`src/rtl/clkdiv_pkg.sv`:
```
package clkdiv_pkg;

  localparam logic [1:0] SEL_RUN = 2'b11;

  function automatic int unsigned div_ratio(input int unsigned value);
    return value + 1;
  endfunction

  function automatic logic sel_passes(input logic [1:0] field);
    return field == SEL_RUN;
  endfunction

endpackage

```
`src/rtl/cdb_regs.sv`:
```
module cdb_regs #(
  parameter int NUM_DOM = 4,
  parameter int DIV_W   = 8,
  parameter int ADDR_W  = 3,
  parameter int DATA_W  = 16
) (
  input  logic                       clk,
  input  logic                       rst_n,
  input  logic                       wr_en,
  input  logic [ADDR_W-1:0]          wr_addr,
  input  logic [DATA_W-1:0]          wr_data,
  output logic [NUM_DOM*DIV_W-1:0]   pend_flat,
  output logic [2*NUM_DOM-1:0]       sel_flat,
  output logic                       apply_o
);

  localparam int SEL_ADDR  = NUM_DOM;
  localparam int TRIG_ADDR = NUM_DOM + 1;
  localparam int SEL_W     = 2 * NUM_DOM;

  wire unused_data = ^wr_data;

  logic sel_hit;
  logic trig_hit;

  assign sel_hit  = wr_en && (wr_addr == ADDR_W'(SEL_ADDR));
  assign trig_hit = wr_en && (wr_addr == ADDR_W'(TRIG_ADDR)) && wr_data[0];

  for (genvar d = 0; d < NUM_DOM; d++) begin : g_pend
    logic [DIV_W-1:0] pend_q;
    logic             hit;
    assign hit = wr_en && (wr_addr == ADDR_W'(d));
    always_ff @(posedge clk or negedge rst_n) begin
      if (!rst_n)   pend_q <= '0;
      else if (hit) pend_q <= wr_data[DIV_W-1:0];
    end
    assign pend_flat[d*DIV_W +: DIV_W] = pend_q;
  end

  logic [SEL_W-1:0] sel_q;
  always_ff @(posedge clk or negedge rst_n) begin
    if (!rst_n)       sel_q <= '0;
    else if (sel_hit) sel_q <= wr_data[SEL_W-1:0];
  end
  assign sel_flat = sel_q;

  logic trig_q;
  always_ff @(posedge clk or negedge rst_n) begin
    if (!rst_n) trig_q <= 1'b0;
    else        trig_q <= trig_hit;
  end
  assign apply_o = trig_q;

endmodule

```
`src/rtl/cdb_divider.sv`:
```
module cdb_divider
  import clkdiv_pkg::*;
#(
  parameter int DIV_W = 8
) (
  input  logic             clk,
  input  logic             rst_n,
  input  logic             apply,
  input  logic [DIV_W-1:0] pend_val,
  input  logic [1:0]       sel,
  output logic             en_o,
  output logic [DIV_W-1:0] cnt_o,
  output logic [DIV_W-1:0] active_o
);

  logic [DIV_W-1:0] active_q;
  logic [DIV_W-1:0] cnt_q;
  logic             wrap;
  logic             tick;

  assign wrap = (cnt_q == active_q);
  assign tick = (cnt_q == '0);

  always_ff @(posedge clk or negedge rst_n) begin
    if (!rst_n) begin
      active_q <= '0;
      cnt_q    <= '0;
    end else if (apply) begin
      active_q <= pend_val;
      cnt_q    <= '0;
    end else if (wrap) begin
      cnt_q    <= '0;
    end else begin
      cnt_q    <= cnt_q + DIV_W'(1);
    end
  end

  assign en_o     = tick && sel_passes(sel);
  assign cnt_o    = cnt_q;
  assign active_o = active_q;

endmodule

```
`src/rtl/clkdiv_bank.sv`:
```
module clkdiv_bank #(
  parameter int NUM_DOM = 4,
  parameter int DIV_W   = 8,
  parameter int ADDR_W  = 3,
  parameter int DATA_W  = 16
) (
  input  logic               clk,
  input  logic               rst_n,
  input  logic               wr_en,
  input  logic [ADDR_W-1:0]  wr_addr,
  input  logic [DATA_W-1:0]  wr_data,
  output logic [NUM_DOM-1:0] clk_en_o
);

  logic [NUM_DOM*DIV_W-1:0] pend_flat;
  logic [NUM_DOM*DIV_W-1:0] cnt_flat;
  logic [NUM_DOM*DIV_W-1:0] active_flat;
  logic [2*NUM_DOM-1:0]     sel_flat;
  logic                     apply_w;

  cdb_regs #(
    .NUM_DOM(NUM_DOM), .DIV_W(DIV_W), .ADDR_W(ADDR_W), .DATA_W(DATA_W)
  ) u_regs (
    .clk      (clk),
    .rst_n    (rst_n),
    .wr_en    (wr_en),
    .wr_addr  (wr_addr),
    .wr_data  (wr_data),
    .pend_flat(pend_flat),
    .sel_flat (sel_flat),
    .apply_o  (apply_w)
  );

  for (genvar d = 0; d < NUM_DOM; d++) begin : g_div
    cdb_divider #(.DIV_W(DIV_W)) u_div (
      .clk     (clk),
      .rst_n   (rst_n),
      .apply   (apply_w),
      .pend_val(pend_flat[d*DIV_W +: DIV_W]),
      .sel     (sel_flat[2*d +: 2]),
      .en_o    (clk_en_o[d]),
      .cnt_o   (cnt_flat[d*DIV_W +: DIV_W]),
      .active_o(active_flat[d*DIV_W +: DIV_W])
    );
  end

endmodule

```
`config.mk`:
```
export PLATFORM = sky130hd
export DESIGN_NAME = clkdiv_bank
export DESIGN_NICKNAME = d
export VERILOG_FILES = /design/src/rtl/clkdiv_pkg.sv /design/src/rtl/cdb_regs.sv /design/src/rtl/cdb_divider.sv /design/src/rtl/clkdiv_bank.sv
export SDC_FILE = /design/constraint.sdc
export NUM_CORES = 1
export LEC_CHECK = 0
export ABC_AREA = 1
export CORE_UTILIZATION = 62
export CTS_BUF_LIST = sky130_fd_sc_hd__clkbuf_8
export DETAILED_ROUTE_END_ITERATION = 8
export PLACE_DENSITY = 0.82
export SETUP_SLACK_MARGIN = 0.4
export SLEW_MARGIN = 20
export SYNTH_ARGS = -nofsm -noshare
export SYNTH_HDL_FRONTEND = slang
export SYNTH_SLANG_ARGS = --single-unit
```
`constraint.sdc`:
```
create_clock -name clk -period 1.8 [get_ports clk]
set_input_delay 0.36 -clock clk [delete_from_list [all_inputs] [get_ports clk]]
set_output_delay 0.36 -clock clk [all_outputs]
set_load 0.02 [all_outputs]
```
==> out/qor.yml <==
status:
  outcome: "finished, violations left"
  violations: "negative setup slack"
placed_design:
  gp_congestion: 0.859
  port_buffers: 17
  dp_hpwl_um: 8020
  pre_cts_ws_ns: -0.146
min_path:
  min_path_type: "reg -> reg"
  worstHoldPathCells: 2
  worstHoldStart: "u_regs.g_pend[3].pend_q[7]"
  hold-path-endpoint: "u_regs.g_pend[3].pend_q[7]"
layout:
  antenna_cells: 0
  final_nets: 751
  seqCellArea_um2: 2630
  drive_gt1_share_pct: 23.0
  area_growth_pct: 23.3
  n_fill_cell: 497
  multi_input_area_um2: 2240
yosys:
  synth_nets: 676
  synth_top_area_share_pct: 52.0
  synthSimpleGateAreaFrac_pct: 26.8
  netlist_area_um2: 5060
  ys_async_sr_fraction_pct: 100
  synth-compound-area-share_pct: 10.6
  synthTopCellsByCount: "225 x nand2_1, 105 x dfrtp_1, 79 x inv_1, 67 x nor2_1, 60 x o21ai_0"
  synth_top_family_by_area: "simple AND/OR/NAND/NOR gates"
  netlist_top_cells_area: "dfrtp_1 52%, nand2_1 17%, o21ai_0 5.9%"
  synth-main-ff-cell: "dfrtp_1"
  synthAdderAreaFrac_pct: 1.98
  netlist_instances: 646
  synth_top_cell_by_area: "dfrtp_1"
  synth_xor_area_share_pct: 0
  ys_seq_area_share_pct: 52.0
  muxShareOfSynthArea_pct: 0
  yosysMostFrequentCell: "nand2_1"
  yosys_warnings: 0
  synth-seq-cells: 105
  synth.distinct_cells: 21
  postSynthAreaPerCell_um2: 7.83
  synth_edf_count: 0
detailed_routing:
  first_pass_iters: 5
  drt-total-wl_um: 13200
  wl_per_cell_um: 16.0
  via_per_inst: 5.56
  via_count: 4605
  drt_drc_violations_left: 0
  ant_nets: 0
  drt_iter0_drc: 252
sta:
  hold_ws_ns: 0.493
  final-hold-violation-count: 0
  fin_crit_ns: 1.82
  worst_slack_ns: -0.0197
  finClkSkew_ns: 0.0143
  rsz0062_at_grt: "true"
  report.final.setup_viol: 2
  slew_violations: 0
  slew_headroom_pct: 62.6
  finalCritPeriodShare_pct: 101
  worst_pin_slew_ns: 0.561
  fmax_mhz: 550
clock_network:
  clk_pin_slew_worst_paths_ns: 0.11
  clock_latency_ns: 0.37
  htreeDepth: 3
  cts-root-buf: "clkbuf_8"
  cts.path.max_buffers: 2
  cts.sinks: 105
  cts_buffers: 9
  cts_tree: "yes"
worst_setup_path:
  ff2ff_setup_slack_ns: 0.32
  cp_slowest_stage_delay_ns: 0.41
  required_ns: 1.44
  regToRegEndpoint: "g_div[1].u_div.cnt_o[2]"
  cp_cell_sequence: "inv_1 -> ha_1 -> nand3_2 -> nor4_4 -> buf_4"
  cp.arrival_ns: 1.46
  crit_start: "g_div[3].u_div.cnt_o[1]"
  end_kind: "output pin"
  worstSetupStartpointType: "flip-flop"
  slowest_stage: "dfrtp_1"
  r2r-start: "g_div[1].u_div.cnt_o[1]"
  r2r_cells: 8
  path_delay_family: "flip-flops"
  crit_buf_inv: 2
  crit_fanout: 2
  crit_type: "reg -> out"
floorplanning:
  start_util_pct: 64.8
  coreArea_um2: 7810
  dieArea_um2: 8520
  num_rows: 32
  ios: 26
  dieWidth_um: 92.3
  die_h_um: 92.3
global_routing:
  grt_pass1_vias: 4469
  met3_usage_pct: 5.99
  met1_usage_pct: 38.2
  grt_usage_pct: 31.4
  grt_max_degree: 43
  busiest_layer: "met2"
  grt-ovfl-total: 0
  grt_pass1_wl_um: 20500
  antenna_found_initial: 0
  met2_usage_pct: 53.6
pwr:
  leakage_nw: 3.08
  power.density_nw_per_um2: 1370
  vdd_ir_drop_max_v: 0.000900
  totalPowerFinal_mw: 8.51
run:
  drv_cap: 0
how the worst max path moves through the flow:
stage | to | slack, ns | depth (start not counted)
5_1_grt | clk_en_o[3] | -0.11 | 5
2_1_floorplan | clk_en_o[1] | 0.40 | 5
3_5_place_dp | clk_en_o[0] | -0.15 | 5
3_3_place_gp | clk_en_o[1] | -0.04 | 5
6_report | clk_en_o[3] | -0.02 | 5
4_1_cts | clk_en_o[0] | -0.04 | 5
cell type report:
class                   count  share of cell area (%)
inverters                  82                    4.93
clock buffers               9                    1.99
well taps                 102                    2.05
clock inverters             7                    1.24
repair buffers             83                    11.8
multi-input cells         440                    35.9
flip-flops and latches    105                    42.1
per-stage QoR:
step	instance area [um2]	util, %	cells	TNS [ns]
finish	6240	79.9	828	-0.0392
global route	6240	79.9	828	-0.267
CTS	6030	77.2	823	-0.0460
detailed placement	5690	72.9	800	-0.419
global placement	5690	72.9	800	-0.107
floorplan	5060	-	646	0
power by group:
part | switching, mW | internal [mW] | total (mW)
clock network | 0.852 | 0.656 | 1.51
registers | 0.398 | 2.96 | 3.36
logic | 2.10 | 1.54 | 3.64
state kept, by name, summed over array words and instances, names as in the netlist:
| signal | cells |
|---|---|
| u_regs.g_pend.pend_q | 32 |
| g_div.u_div.cnt_o | 32 |
| u_regs.sel_flat | 8 |
| g_div.u_div.active_o | 32 |
| u_regs.apply_o | 1 |
timing repair:
action	in CTS	in global routing
hold buffers	1	0
hold endpoints to repair	39	0
buffers inserted	6	5
setup endpoints to repair	5	37
pin swaps	11	20
resized for setup	50	49
placed cells by master, fill, tap and decap left out, types with 5 or more instances in the layout:
cell type	count
nand2_2	14
o21ai_1	18
buf_4	56
nor2_1	53
dfrtp_1	104
o21ai_0	60
a21oi_1	12
clkbuf_8	9
nand3_1	16
nor2_4	12
inv_1	66
inv_2	16
buf_6	6
buf_12	5
nand3_2	6
clkdlybuf4s50_1	12
nor2_2	8
o21ai_2	10
nand2_1	209
cell families after synthesis:
group | count (synthesis)
flip-flops | 105
buffers and inverters | 101
adder cells (fa/ha/maj) | 8
AND/OR/NAND/NOR | 332
AO/OA/AOI/OAI | 100
worst min-delay path, cell delays in order (launching register included):
cell and delay, ns:
dfrtp_1 0.35, nand2_1 0.06, o21ai_2 0.05
metal layers:
layer	vias to the layer above	share of wire (%)
li1	2162	-
met1	2202	39
met2	183	52
met3	58	5.6
met4	0	3.8
met5	-	0
Note: power is estimated with default switching activity, not from simulation.
